### src/rtl/mbus_pkg.sv
package mbus_pkg;
    typedef enum logic [2:0] {
        ST_IDLE,
        ST_ADDR,
        ST_SETUP,
        ST_STROBE,
        ST_HOLD,
        ST_WAIT,
        ST_DONE
    } mbus_state_e;

    typedef enum logic [1:0] {
        OP_READ  = 2'd0,
        OP_WRITE = 2'd1,
        OP_PIN   = 2'd2,
        OP_RSVD  = 2'd3
    } mbus_op_e;
endpackage

### src/rtl/mbus_sync.sv
module mbus_sync #(
    parameter int W = 1
) (
    input  logic         clk,
    input  logic         rst_n,
    input  logic [W-1:0] async_i,
    output logic [W-1:0] sync_o
);
    logic [W-1:0] meta_q;
    logic [W-1:0] sync_q;

    always_ff @(posedge clk or negedge rst_n) begin
        if (!rst_n) begin
            meta_q <= '0;
            sync_q <= '0;
        end else begin
            meta_q <= async_i;
            sync_q <= meta_q;
        end
    end

    assign sync_o = sync_q;
endmodule

### src/rtl/mbus_cnt.sv
module mbus_cnt #(
    parameter int W = 16
) (
    input  logic         clk,
    input  logic         rst_n,
    input  logic         clr,
    input  logic         en,
    output logic [W-1:0] q
);
    localparam logic [W-1:0] TOP = '1;
    logic [W-1:0] q_r;

    always_ff @(posedge clk or negedge rst_n) begin
        if (!rst_n)
            q_r <= '0;
        else if (clr)
            q_r <= '0;
        else if (en && q_r != TOP)
            q_r <= q_r + 1'b1;
    end

    assign q = q_r;
endmodule

### src/rtl/mbus_master.sv
module mbus_master
    import mbus_pkg::*;
#(
    parameter int ADDR_W   = 16,
    parameter int DATA_W   = 8,
    parameter int PIN_N    = 4,
    parameter int STROBE_W = 4,
    parameter int TMO_W    = 16
) (
    input  logic                     clk,
    input  logic                     rst_n,
    input  logic                     cmd_valid,
    input  logic [1:0]               cmd_op,
    input  logic [ADDR_W-1:0]        cmd_addr,
    input  logic [DATA_W-1:0]        cmd_wdata,
    input  logic [$clog2(PIN_N)-1:0] cmd_pin,
    input  logic                     cmd_level,
    input  logic [STROBE_W-1:0]      strobe_clks,
    input  logic [TMO_W-1:0]         wait_limit,
    output logic                     cmd_ready,
    output logic                     done,
    output logic [DATA_W-1:0]        rdata,
    output logic                     tmo_err,
    output logic [DATA_W-1:0]        ad_out,
    output logic                     ad_oe,
    input  logic [DATA_W-1:0]        ad_in,
    output logic [ADDR_W-DATA_W-1:0] addr_hi,
    output logic                     ale,
    output logic                     cs_n,
    output logic                     rd_n,
    output logic                     wr_n,
    input  logic                     rdy_in,
    input  logic [PIN_N-1:0]         gpio_in
);
    localparam int CNT_W = (STROBE_W > TMO_W) ? STROBE_W : TMO_W;
    localparam int PSEL_W = $clog2(PIN_N);

    mbus_state_e state_q, state_d;

    logic [ADDR_W-1:0]   addr_q;
    logic [DATA_W-1:0]   wdata_q;
    logic [PSEL_W-1:0]   pin_q;
    logic                level_q;
    logic                is_wr_q;
    logic                is_pin;
    logic [STROBE_W-1:0] strb_q;
    logic [TMO_W-1:0]    limit_q;
    logic [DATA_W-1:0]   rdata_q;
    logic                err_q;

    logic              rdy_s;
    logic [PIN_N-1:0]  gpio_s;
    logic [CNT_W-1:0]  cnt;
    logic [CNT_W:0]    cnt_next;
    logic              cnt_clr;
    logic              width_met;
    logic              pin_hit;
    logic              limit_hit;
    logic              accept;

    mbus_sync #(.W(1)) u_rdy_sync (
        .clk(clk), .rst_n(rst_n), .async_i(rdy_in), .sync_o(rdy_s)
    );

    mbus_sync #(.W(PIN_N)) u_pin_sync (
        .clk(clk), .rst_n(rst_n), .async_i(gpio_in), .sync_o(gpio_s)
    );

    assign cnt_clr = (state_q != ST_STROBE) && (state_q != ST_WAIT);

    mbus_cnt #(.W(CNT_W)) u_cnt (
        .clk(clk), .rst_n(rst_n), .clr(cnt_clr), .en(1'b1), .q(cnt)
    );

    assign cnt_next  = {1'b0, cnt} + 1'b1;
    assign width_met = cnt_next >= {{(CNT_W+1-STROBE_W){1'b0}}, strb_q};
    assign limit_hit = cnt_next >= {{(CNT_W+1-TMO_W){1'b0}}, limit_q};
    assign pin_hit   = gpio_s[pin_q] == level_q;
    assign accept    = cmd_valid && (state_q == ST_IDLE);
    assign is_pin    = cmd_op == OP_PIN;

    // Next-state logic
    always_comb begin
        state_d = state_q;
        unique case (state_q)
            ST_IDLE:   if (accept) state_d = is_pin ? ST_WAIT : ST_ADDR;
            ST_ADDR:   state_d = ST_SETUP;
            ST_SETUP:  state_d = ST_STROBE;
            ST_STROBE: if (width_met && rdy_s) state_d = ST_HOLD;
            ST_HOLD:   state_d = ST_DONE;
            ST_WAIT:   if (pin_hit || limit_hit) state_d = ST_DONE;
            ST_DONE:   state_d = ST_IDLE;
            default:   state_d = ST_IDLE;
        endcase
    end

    // State register and command capture
    always_ff @(posedge clk or negedge rst_n) begin
        if (!rst_n) begin
            state_q <= ST_IDLE;
            addr_q  <= '0;
            wdata_q <= '0;
            pin_q   <= '0;
            level_q <= 1'b0;
            is_wr_q <= 1'b0;
            strb_q  <= '0;
            limit_q <= '0;
            rdata_q <= '0;
            err_q   <= 1'b0;
        end else begin
            state_q <= state_d;
            if (accept) begin
                addr_q  <= cmd_addr;
                wdata_q <= cmd_wdata;
                pin_q   <= cmd_pin;
                level_q <= cmd_level;
                is_wr_q <= cmd_op == OP_WRITE;
                strb_q  <= strobe_clks;
                limit_q <= wait_limit;
                err_q   <= 1'b0;
            end
            if (state_q == ST_STROBE && state_d == ST_HOLD && !is_wr_q)
                rdata_q <= ad_in;
            if (state_q == ST_WAIT && !pin_hit && limit_hit)
                err_q <= 1'b1;
        end
    end

    // Moore outputs
    always_comb begin
        ale    = 1'b0;
        cs_n   = 1'b1;
        rd_n   = 1'b1;
        wr_n   = 1'b1;
        ad_oe  = 1'b0;
        ad_out = '0;
        done   = 1'b0;
        unique case (state_q)
            ST_IDLE: ;
            ST_ADDR: begin
                ale    = 1'b1;
                ad_oe  = 1'b1;
                ad_out = addr_q[DATA_W-1:0];
            end
            ST_SETUP: begin
                cs_n   = 1'b0;
                ad_oe  = is_wr_q;
                ad_out = is_wr_q ? wdata_q : '0;
            end
            ST_STROBE: begin
                cs_n   = 1'b0;
                rd_n   = is_wr_q;
                wr_n   = !is_wr_q;
                ad_oe  = is_wr_q;
                ad_out = is_wr_q ? wdata_q : '0;
            end
            ST_HOLD: begin
                ad_oe  = is_wr_q;
                ad_out = is_wr_q ? wdata_q : '0;
            end
            ST_WAIT: ;
            ST_DONE: done = 1'b1;
            default: ;
        endcase
    end

    assign cmd_ready = state_q == ST_IDLE;
    assign rdata     = rdata_q;
    assign tmo_err   = err_q;
    assign addr_hi   = addr_q[ADDR_W-1:DATA_W];


    strobe_excl_chk: assert property (@(posedge clk) disable iff (!rst_n)
        !(!rd_n && !wr_n));


    ale_cs_excl_chk: assert property (@(posedge clk) disable iff (!rst_n)
        !(ale && !cs_n));


    ale_single_chk: assert property (@(posedge clk) disable iff (!rst_n)
        ale |=> !ale && !cs_n);


    wr_hold_chk: assert property (@(posedge clk) disable iff (!rst_n)
        (!wr_n && state_d == ST_HOLD) |=> (ad_oe && wr_n));


    rdy_stretch_chk: assert property (@(posedge clk) disable iff (!rst_n)
        (!rd_n && !rdy_s) |=> !rd_n);


    done_pulse_chk: assert property (@(posedge clk) disable iff (!rst_n)
        done |=> !done);
endmodule

### config.mk
export PLATFORM = sky130hd
export DESIGN_NAME = mbus_master
export DESIGN_NICKNAME = d
export VERILOG_FILES = /design/src/rtl/mbus_pkg.sv /design/src/rtl/mbus_sync.sv /design/src/rtl/mbus_cnt.sv /design/src/rtl/mbus_master.sv
export SDC_FILE = /design/constraint.sdc
export NUM_CORES = 1
export LEC_CHECK = 0
export BUFFER_PORTS_ARGS = -buffer_cell sky130_fd_sc_hd__buf_4
export CAP_MARGIN = 30
export CORE_AREA = 2 2 98 100
export DETAILED_ROUTE_END_ITERATION = 12
export DIE_AREA = 0 0 100 102
export PLACE_DENSITY = 0.73
export SETUP_SLACK_MARGIN = 0.05
export SYNTH_ARGS = -nofsm -noshare
export SYNTH_HDL_FRONTEND = slang
export SYNTH_SLANG_ARGS = --single-unit
export TNS_END_PERCENT = 50
### constraint.sdc
create_clock -name clk -period 2.7 [get_ports clk]
set_input_delay 0.54 -clock clk [delete_from_list [all_inputs] [get_ports clk]]
set_output_delay 0.54 -clock clk [all_outputs]
set_load 0.05 [all_outputs]
==> out/qor.yml, run 1 <==
grt_pass1_wl_um: 16400
vdd_ir_drop_max_v: 0.000732
yosys.cell_types.count: 58
rows: 35
worst-setup-path-type: "flip-flop to flip-flop"
place_congestion: 0.876
cts_sinks: 86
power.leakage_nw: 2.76
slowest_delay_ns: 0.45
cp_slowest_cell: "dfrtp_2"
dp_slack_ns: -0.164
syn_area_per_cell_sq_um: 10.9
numCtsBuffers: 9
clock_skew_ns: 0.0161
max_slew_margin: 0.524
drive_above_1_share: 0.446
met1_length_um: 4460
routed_wl_um: 9930
vias: 3426
fillerInstances: 716
power_mw: 5.96
area_delta_synth_final_pct: 33.2
cts-hold-fix-buffers: 0
hold_violations: 0
synthSimpleGateAreaFrac: 0.129
synth_adder_area_share: 0.0572
yosys-top-cells-area: "dfrtp_1, mux2_2, ha_1"
core-area_sq_um: 9110
finalSetupViolCount: 11
max_cap_violations: 0
layout_min_cycle_time_ns: 2.80
rsz0062_at_grt: "true"
yosysTopAreaCell: "dfrtp_1"
io_buffer_count: 96
start_util: 0.480
netSwitchingFraction: 0.428
synth_top_family_by_area: "simple AND/OR/NAND/NOR gates"
avgRoutedWirePerCell_um: 15.5
cts_tree: "done"
crit_required_ns: 2.96
yosysWarningCount: 0
grt_overflow_total: 0
synth_flop_cell: "dfrtp_1"
violations: "negative setup slack"
grt_usage: 0.202
clockPowerShare: 0.174
die_width_um: 100
outcome: "finished, violations left"
grt_start_max_net_pins: 58
cts_htree_levels: 3
grt_pass1_vias: 3469
finalCritPeriodShare: 1.04
max_freq_ghz: 0.357
wl_met3_um: 477
routed_via_density: 5.35
critical_path.cell_chain: "ha_4 -> and3_2 -> xnor2_1 -> inv_1 -> ha_1 -> a21o_1 -> a31oi_2 -> o31ai_2 -> buf_4 -> nor3b_2 -> nor2_1 -> a32o_1"
clockBufferDepth: 2
yosysTopAreaCellShare: 0.492
power_density_nw_per_um2: 1020
synth_compound_area_frac: 0.121
path_max_fanout: 4
yosysMostFrequentCell: "dfrtp_1"
diodes: 0
p_seq_frac: 0.345
worstSetupStartpointType: "flip-flop"
synth_seq_cells: 86
worst_slack_ns: -0.104
dpl.hpwl_um: 7170
power.switching_mw: 2.55
cp.arrival_ns: 3.06
crit_family: "compound AO/OA/AOI/OAI gates"
die_h_um: 102
combinationalPowerShare: 0.481
synth_edf_count: 0
io_pins: 97
hp-class: "primary input to async pin"
root_buffer: "clkbuf_8"
clk_pin_slew_ns: 0.10
clkLatencyLatePin_ns: 0.36
grt_antenna_before_repair: 0
drv_slew: 0
synth-xor-area-share: 0.0301
critPathCaptureType: "flip-flop"
critPathBufInv: 2
yosysSeqAreaShare: 0.492
synthesis.area_sq_um: 4370
ant_nets: 0
dr.pass1.iters: 4
synthArstFlopShare: 1.00
drt_iter0_markers: 159
worst_pin_slew_ns: 0.713
synth_cells: 402
die-area_sq_um: 10200
wl_met2_um: 4830
synth.top_cells.by_count: "dfrtp_1, mux2_2, inv_1, nand2_1, o21ai_0"
intPower_mw: 3.41
synthMuxAreaShare: 0.108
drc: 0
maxUsedRoutingLayer: "met4"
layout.nets: 609
synth_fp_nets: 487
==> final cells by class <==
cell class | count | area [sq um] | share of cell area
Inverter | 34 | 128 | 0.0219
Clock buffer | 9 | 124 | 0.0213
Sequential cell | 86 | 2160 | 0.371
Timing Repair Buffer | 137 | 1050 | 0.180
Tap cell | 111 | 139 | 0.0238
Clock inverter | 7 | 104 | 0.0178
Multi-Input combinational cell | 256 | 2120 | 0.364
==> state kept, by name (all words and copies together), names as in the netlist, 4 cells and up <==
signal / count
u_pin_sync.meta_q: 4
strb_q: 4
rdata: 8
wdata_q: 8
limit_q: 16
u_cnt.q: 16
u_pin_sync.sync_o: 4
addr_q: 16
==> routing by layer <==
layer,vias to the layer above,track usage
li1,1655,-
met1,1662,0.270
met3,13,0.0451
met5,-,0
met4,0,0.0748
met2,96,0.327
==> power by group through the flow <==
stage / logic [mW] / registers, mW / clock network (mW)
floorplan: 1.94 / 2.15 / 0
global placement: 2.70 / 2.06 / 0
detailed placement: 2.78 / 2.07 / 0
CTS: 2.81 / 2.05 / 1.06
global route: 3.07 / 2.12 / 1.11
finish: 2.86 / 2.05 / 1.04
==> repair_timing <==
action / CTS / global route
pin swaps: 2 / 10
buffers inserted: 1 / 5
gates resized for setup: 9 / 21
endpoints found under the setup margin: 12 / 20
==> logic make-up after synthesis <==
kind of cell / Yosys count
xor gates and xnor gates: 15
and+or+nand+nor: 99
muxes: 41
adders and majority gates: 20
AOI/OAI and AO/OA: 81
DFF: 86
buffers and inverters: 60
==> worst paths after layout <==
| check | endpoint | slack [ns] | startpoint | cells past startpoint |
|---|---|---|---|---|
| max | tmo_err$_DFFE_PN0P_ | -0.10 | u_cnt.q[1]$_DFFE_PN0P_ | 12 |
| min | limit_q[10]$_DFFE_PN0P_ | 0.22 | rst_n | 1 |
| max reg2reg | tmo_err$_DFFE_PN0P_ | -0.10 | u_cnt.q[1]$_DFFE_PN0P_ | 12 |
| min reg2reg | u_pin_sync.sync_o[3]$_DFF_PN0_ | 0.35 | u_pin_sync.meta_q[3]$_DFF_PN0_ | 0 |
| max in group asynchronous | state_q[2]$_DFF_PN0_ | 1.83 | rst_n | 2 |
| min in group clk | u_rdy_sync.meta_q$_DFF_PN0_ | 0.29 | rdy_in | 1 |
==> layout by cell type (no fill, tap or decap), types with 3 or more instances in the layout <==
cell type / synthesis / final
mux2_2: 38 / 38
nand4_1: 8 / 8
a22oi_1: 8 / 8
nand2_1: 34 / 34
dfrtp_1: 86 / 77
dfrtp_2: 0 / 9
nor3_1: 5 / 3
ha_1: 20 / 16
a21oi_1: 18 / 17
xor2_1: 5 / 5
inv_1: 34 / 34
a31oi_1: 4 / 3
and3_1: 4 / 3
clkbuf_8: 1 / 9
xnor2_1: 10 / 8
o21ai_0: 30 / 28
nor2b_1: 6 / 6
nor2_1: 10 / 9
ha_4: 0 / 3
nand3_1: 8 / 7
o21ai_1: 1 / 3
buf_4: 10 / 134
==> through the flow <==
step	utilization	instance area (sq um)	hold slack, ns	instances	TNS, ns
6_report	0.639	5820	0.220	640	-0.978
5_1_grt	0.639	5820	0.269	640	-2.46
4_1_cts	0.625	5690	0.241	635	-0.983
3_5_place_dp	0.595	5420	0.336	618	-0.989
3_3_place_gp	0.595	5420	0.334	618	-0.324
2_1_floorplan	-	4430	0.244	402	0
Power figures use the tool's default switching activity.
==> inputs of run 2 (changes only) <==
--- a/config.mk
+++ b/config.mk
@@ -7,10 +7,11 @@
 export LEC_CHECK = 0
 export BUFFER_PORTS_ARGS = -buffer_cell sky130_fd_sc_hd__buf_4
 export CAP_MARGIN = 30
-export CORE_AREA = 2 2 98 100
+export CORE_AREA = 2 2 117 119
+export CTS_BUF_LIST = sky130_fd_sc_hd__clkbuf_8
 export DETAILED_ROUTE_END_ITERATION = 12
-export DIE_AREA = 0 0 100 102
-export PLACE_DENSITY = 0.73
+export DIE_AREA = 0 0 119 121
+export PLACE_DENSITY = 0.53
 export SETUP_SLACK_MARGIN = 0.05
 export SYNTH_ARGS = -nofsm -noshare
 export SYNTH_HDL_FRONTEND = slang
==> out/qor.yml, run 2 (synthesis results as in run 1) <==
outcome: "finished, violations left"
violations: "negative setup slack"
slowest_delay_ns: 0.44
clockBufferDepth: 2
crit_required_ns: 2.95
max_freq_ghz: 0.357
vias: 3357
cts_tree: "done"
critical_path.cell_chain: "buf_6 -> nand3_2 -> xor2_1 -> inv_1 -> ha_1 -> o21a_1 -> a2111oi_4 -> nand4_1 -> o311ai_4 -> nor3_4 -> mux2_4"
power.leakage_nw: 2.84
tns_ns: -0.799
area_delta_synth_final_pct: 37.3
diodes: 0
dpl.hpwl_um: 7550
grt_usage: 0.150
max_cap_violations: 0
drv_slew: 0
io_buffer_count: 96
layout_min_cycle_time_ns: 2.80
die-area_sq_um: 14400
cts_sinks: 86
stdcell_area_sq_um: 6000
finalSetupViolCount: 11
root_buffer: "clkbuf_8"
post_dp_cell_area_sq_um: 5550
clock_skew_ns: 0.00629
hold_violations: 0
critPathBufInv: 2
clkLatencyLatePin_ns: 0.36
worstReg2RegEnd: "rdata[1]$_DFFE_PN0P_"
r2r_setup_slack_ns: -0.10
worst-setup-path-type: "flip-flop to flip-flop"
cts_htree_levels: 3
path_max_fanout: 8
vdd_ir_drop_max_v: 0.000695
finalCritPeriodShare: 1.04
rows: 42
layout.nets: 619
worstSetupStartpointType: "flip-flop"
rsz0062_at_grt: "true"
grt_overflow_total: 0
max_slew_margin: 0.669
grt_start_max_net_pins: 54
cp.arrival_ns: 3.05
place_congestion: 0.845
reg2reg_depth: 11
worst_pin_slew_ns: 0.495
grt_antenna_before_repair: 0
routed_wl_um: 10500
io_pins: 97
drc: 0
avgRoutedWirePerCell_um: 14.7
drt_iter0_markers: 100
worst_slack_ns: -0.101
die_h_um: 121
cp_slowest_cell: "dfrtp_2"
most-common-layout-cells: "buf_4, dfrtp_1, mux2_2"
core-area_sq_um: 13100
start_util: 0.334
grt_pass1_vias: 3480
ant_nets: 0
rr_startpoint: "u_cnt.q[0]$_DFFE_PN0P_"
power_density_nw_per_um2: 987
cts-hold-fix-buffers: 0
critPathCaptureType: "flip-flop"
routed_via_density: 4.70
crit_family: "compound AO/OA/AOI/OAI gates"
hp-class: "primary input to async pin"
grt_pass1_wl_um: 17100
numCtsBuffers: 9
clk_pin_slew_ns: 0.09
drive_above_1_share: 0.449
layout_commonest_cell: "buf_4"
dr.pass1.iters: 4
die_width_um: 119
-- run 2: changes by cell type in the layout (fill, tap and decap cells not counted), sizes merged --
cell      change
inv           -2
clkinvlp      -1
clkinv        +3
buf          +10
-- run 2: worst max path at each step --
stage / start / to / slack (ns) / depth (start not counted)
floorplan: state_q[1]$_DFF_PN0_ / ad_out[1] / 0.02 / 5
global placement: u_cnt.q[1]$_DFFE_PN0P_ / rdata[5]$_DFFE_PN0P_ / -0.22 / 10
detailed placement: u_cnt.q[1]$_DFFE_PN0P_ / rdata[6]$_DFFE_PN0P_ / -0.22 / 9
CTS: u_cnt.q[0]$_DFFE_PN0P_ / rdata[6]$_DFFE_PN0P_ / -0.15 / 11
global route: u_cnt.q[2]$_DFFE_PN0P_ / rdata[1]$_DFFE_PN0P_ / -0.24 / 11
finish: u_cnt.q[0]$_DFFE_PN0P_ / rdata[1]$_DFFE_PN0P_ / -0.10 / 11
-- run 2: report_power, final --
part           switching, mW  internal, mW
Combinational           1.75          1.15
Clock                  0.470         0.516
Sequential             0.299          1.75
-- run 2: stage by stage --
step	hold WS [ns]	instances	setup WS (ns)	total power, mW	util
finish	0.122	715	-0.101	5.93	0.459
global route	0.141	715	-0.238	6.30	0.459
CTS	0.129	707	-0.154	5.91	0.445
detailed placement	0.340	689	-0.216	4.86	0.424
global placement	0.333	689	-0.222	4.81	0.424
floorplan	0.244	402	0.0207	4.09	-
-- run 2: cell type report --
cell class	count	area, sq um
multi-input combinational	256	2160
clock buffer	9	124
fill	1237	7080
inverter	34	128
tap	176	220
sequential	86	2160
timing repair buffer	147	1120
clock inverter	7	90.1
-- run 2: per-layer routing --
metal / GRT usage / share of wire
met1: 0.200 / 0.47
met2: 0.237 / 0.47
met3: 0.0399 / 0.046
met4: 0.0491 / 0.013
met5: 0 / 0
-- run 2: repair_timing --
action	in CTS	in global routing
resized for setup	8	25
hold endpoints to repair	0	0
buffers inserted	3	8
pin swaps	2	20
setup endpoints to repair	12	12
==> inputs of run 3 (changes only) <==
--- a/config.mk
+++ b/config.mk
@@ -7,13 +7,15 @@
 export LEC_CHECK = 0
 export BUFFER_PORTS_ARGS = -buffer_cell sky130_fd_sc_hd__buf_4
 export CAP_MARGIN = 30
-export CORE_AREA = 2 2 117 119
+export CORE_AREA = 2 2 120 122
 export CTS_BUF_LIST = sky130_fd_sc_hd__clkbuf_8
 export DETAILED_ROUTE_END_ITERATION = 12
-export DIE_AREA = 0 0 119 121
+export DIE_AREA = 0 0 122 124
 export PLACE_DENSITY = 0.53
 export SETUP_SLACK_MARGIN = 0.05
+export SLEW_MARGIN = 10
 export SYNTH_ARGS = -nofsm -noshare
 export SYNTH_HDL_FRONTEND = slang
+export SYNTH_HIERARCHICAL = 1
 export SYNTH_SLANG_ARGS = --single-unit
 export TNS_END_PERCENT = 50
==> out/qor.yml, run 3 <==
synthesis.area_sq_um: 4640
power_mw: 5.68
rr_startpoint: "u_cnt/q[1]$_DFFE_PN0P_"
routed_via_density: 4.98
clock_skew_ns: 0.0117
grt_start_max_net_pins: 36
yosysTopAreaCell: "dfrtp_1"
fillerInstances: 1305
finalSetupViolCount: 9
critPathCaptureType: "flip-flop"
io_buffer_count: 96
core-area_sq_um: 13700
drc: 0
place_congestion: 0.816
power_density_nw_per_um2: 918
drv_slew: 0
drive_above_1_share: 0.422
ant_nets: 0
cts_htree_levels: 3
numCtsBuffers: 9
dpl.hpwl_um: 8500
outcome: "finished, violations left"
clk_pin_slew_ns: 0.09
reg2reg_depth: 13
max_freq_ghz: 0.368
grt_usage: 0.158
slowest_delay_ns: 0.40
diodes: 0
cp.arrival_ns: 2.99
yosysWarningCount: 6
die_h_um: 124
dr.pass1.iters: 4
clkLatencyLatePin_ns: 0.37
vias: 3739
regArea_sq_um: 2160
hold_violations: 0
finalCritPeriodShare: 1.01
grt_overflow_total: 0
layout_min_cycle_time_ns: 2.72
max_cap_violations: 0
synth_seq_cells: 86
most-common-layout-cells: "buf_4, dfrtp_1, nand2_1"
worst_slack_ns: -0.0199
avgRoutedWirePerCell_um: 15.2
yosys-top-cells-area: "dfrtp_1, mux2_2, ha_1"
io_pins: 97
synth_cells: 431
path_max_fanout: 5
die-area_sq_um: 15100
synthArstFlopShare: 1.00
critical_path.cell_chain: "ha_4 -> nand4_4 -> or2_4 -> buf_4 -> xnor2_2 -> ha_1 -> a21oi_2 -> o21a_1 -> a2bb2oi_2 -> a32oi_1 -> o211ai_1 -> nand2_1 -> and4b_1"
clockBufferDepth: 2
hp-class: "primary input to async pin"
critPathBufInv: 1
stdcell_count: 751
rsz0062_at_grt: "true"
worstReg2RegEnd: "state_q[1]$_DFF_PN0_"
layout_commonest_cell: "buf_4"
start_util: 0.338
area_delta_synth_final_pct: 33.5
cts_tree: "done"
grt_pass1_wl_um: 18500
dp_slack_ns: -0.153
syn_area_per_cell_sq_um: 10.8
violations: "negative setup slack"
cts-hold-fix-buffers: 0
worstSetupStartpointType: "flip-flop"
die_width_um: 122
multi_input_area_sq_um: 2350
layout.nets: 654
routed_wl_um: 11400
cp_slowest_cell: "dfrtp_2"
grt_antenna_before_repair: 0
synth_flop_cell: "dfrtp_1"
grt_pass1_vias: 3717
r2r_setup_slack_ns: -0.02
max_slew_margin: 0.663
vdd_ir_drop_max_v: 0.000533
yosysMostFrequentCell: "dfrtp_1"
placed_cells: 734
power.leakage_nw: 2.94
cts_sinks: 86
crit_required_ns: 2.97
yosysTopAreaCellShare: 0.464
worst_pin_slew_ns: 0.501
root_buffer: "clkbuf_8"
synth.top_cells.by_count: "dfrtp_1, nand2_1, mux2_2, inv_1, ha_1"
yosys.cell_types.count: 57
worst-setup-path-type: "flip-flop to flip-flop"
yosysSeqAreaShare: 0.464
rows: 43
crit_family: "compound AO/OA/AOI/OAI gates"
synth_edf_count: 0
drt_iter0_markers: 161
-- run 3: changes by cell type in the layout (fill, tap and decap cells not counted), moves of 5 or more --
cell / before / now
o31ai_1: 1 / 8
a22o_1: 0 / 8
mux2_4: 1 / 8
inv_1: 34 / 28
nand3_1: 7 / 12
o21ai_0: 28 / 17
a22oi_1: 8 / 0
o21ai_1: 3 / 10
nor4_1: 1 / 6
mux2_2: 37 / 31
or4_1: 0 / 6
-- run 3: final cells by class --
cell class              count  area share
multi-input cells         295       0.380
flip-flops and latches     86       0.349
repair buffers            149       0.185
well taps                 180      0.0364
clock buffers              10      0.0222
inverters                  27      0.0164
clock inverters             4      0.0117
-- run 3: what timing repair did --
| action | CTS | global route |
|---|---|---|
| setup buffers | 2 | 1 |
| setup endpoints to repair | 11 | 19 |
| endpoints found under the hold margin | 0 | 0 |
| pin swaps | 7 | 1 |
| gates resized for setup | 10 | 5 |
-- run 3: kinds of logic after synthesis --
family,count (synthesis),share of synthesized area
fa+ha+maj,21,0.0567
buf+inv,53,0.0551
flops,86,0.464
compound gates,82,0.114
mux,44,0.116
xor+xnor,14,0.0265
simple gates,130,0.167
other cells,1,0.000809
-- run 3: worst max-delay path by stage --
stage,startpoint,to,slack (ns),cells past startpoint
2_1_floorplan,u_cnt/q[0]$_DFFE_PN0P_,state_q[1]$_DFF_PN0_,-0.1,14
3_3_place_gp,u_cnt/q[1]$_DFFE_PN0P_,state_q[1]$_DFF_PN0_,-0.06,13
3_5_place_dp,u_cnt/q[1]$_DFFE_PN0P_,state_q[1]$_DFF_PN0_,-0.15,13
4_1_cts,u_cnt/q[1]$_DFFE_PN0P_,state_q[1]$_DFF_PN0_,-0.04,13
5_1_grt,u_cnt/q[1]$_DFFE_PN0P_,state_q[1]$_DFF_PN0_,-0.22,13
6_report,u_cnt/q[1]$_DFFE_PN0P_,state_q[1]$_DFF_PN0_,-0.02,13
-- run 3: where the power goes --
group / switching [mW] / internal [mW]
logic: 1.61 / 1.08
registers: 0.243 / 1.75
clock network: 0.470 / 0.537
total: 2.32 / 3.36
-- run 3: per-layer routing --
metal  GRT usage  wire length (um)  vias up  share of wire
met5           0                 0        -              0
met4      0.0654               202        0          0.018
met3      0.0444               721       12          0.063
met2       0.256              5500       94           0.48
met1       0.199              4990     1812           0.44
li1            -                 -     1821              -
-- run 3: metrics by stage --
stage	cell area [sq um]	hold slack [ns]	setup TNS [ns]	util
finish	6190	0.107	-0.105	0.451
global route	6190	0.126	-2.11	0.451
CTS	6170	0.107	-0.0418	0.450
detailed placement	5890	0.335	-0.747	0.429
global placement	5890	0.336	-0.114	0.429
floorplan	4690	0.244	-0.0966	-
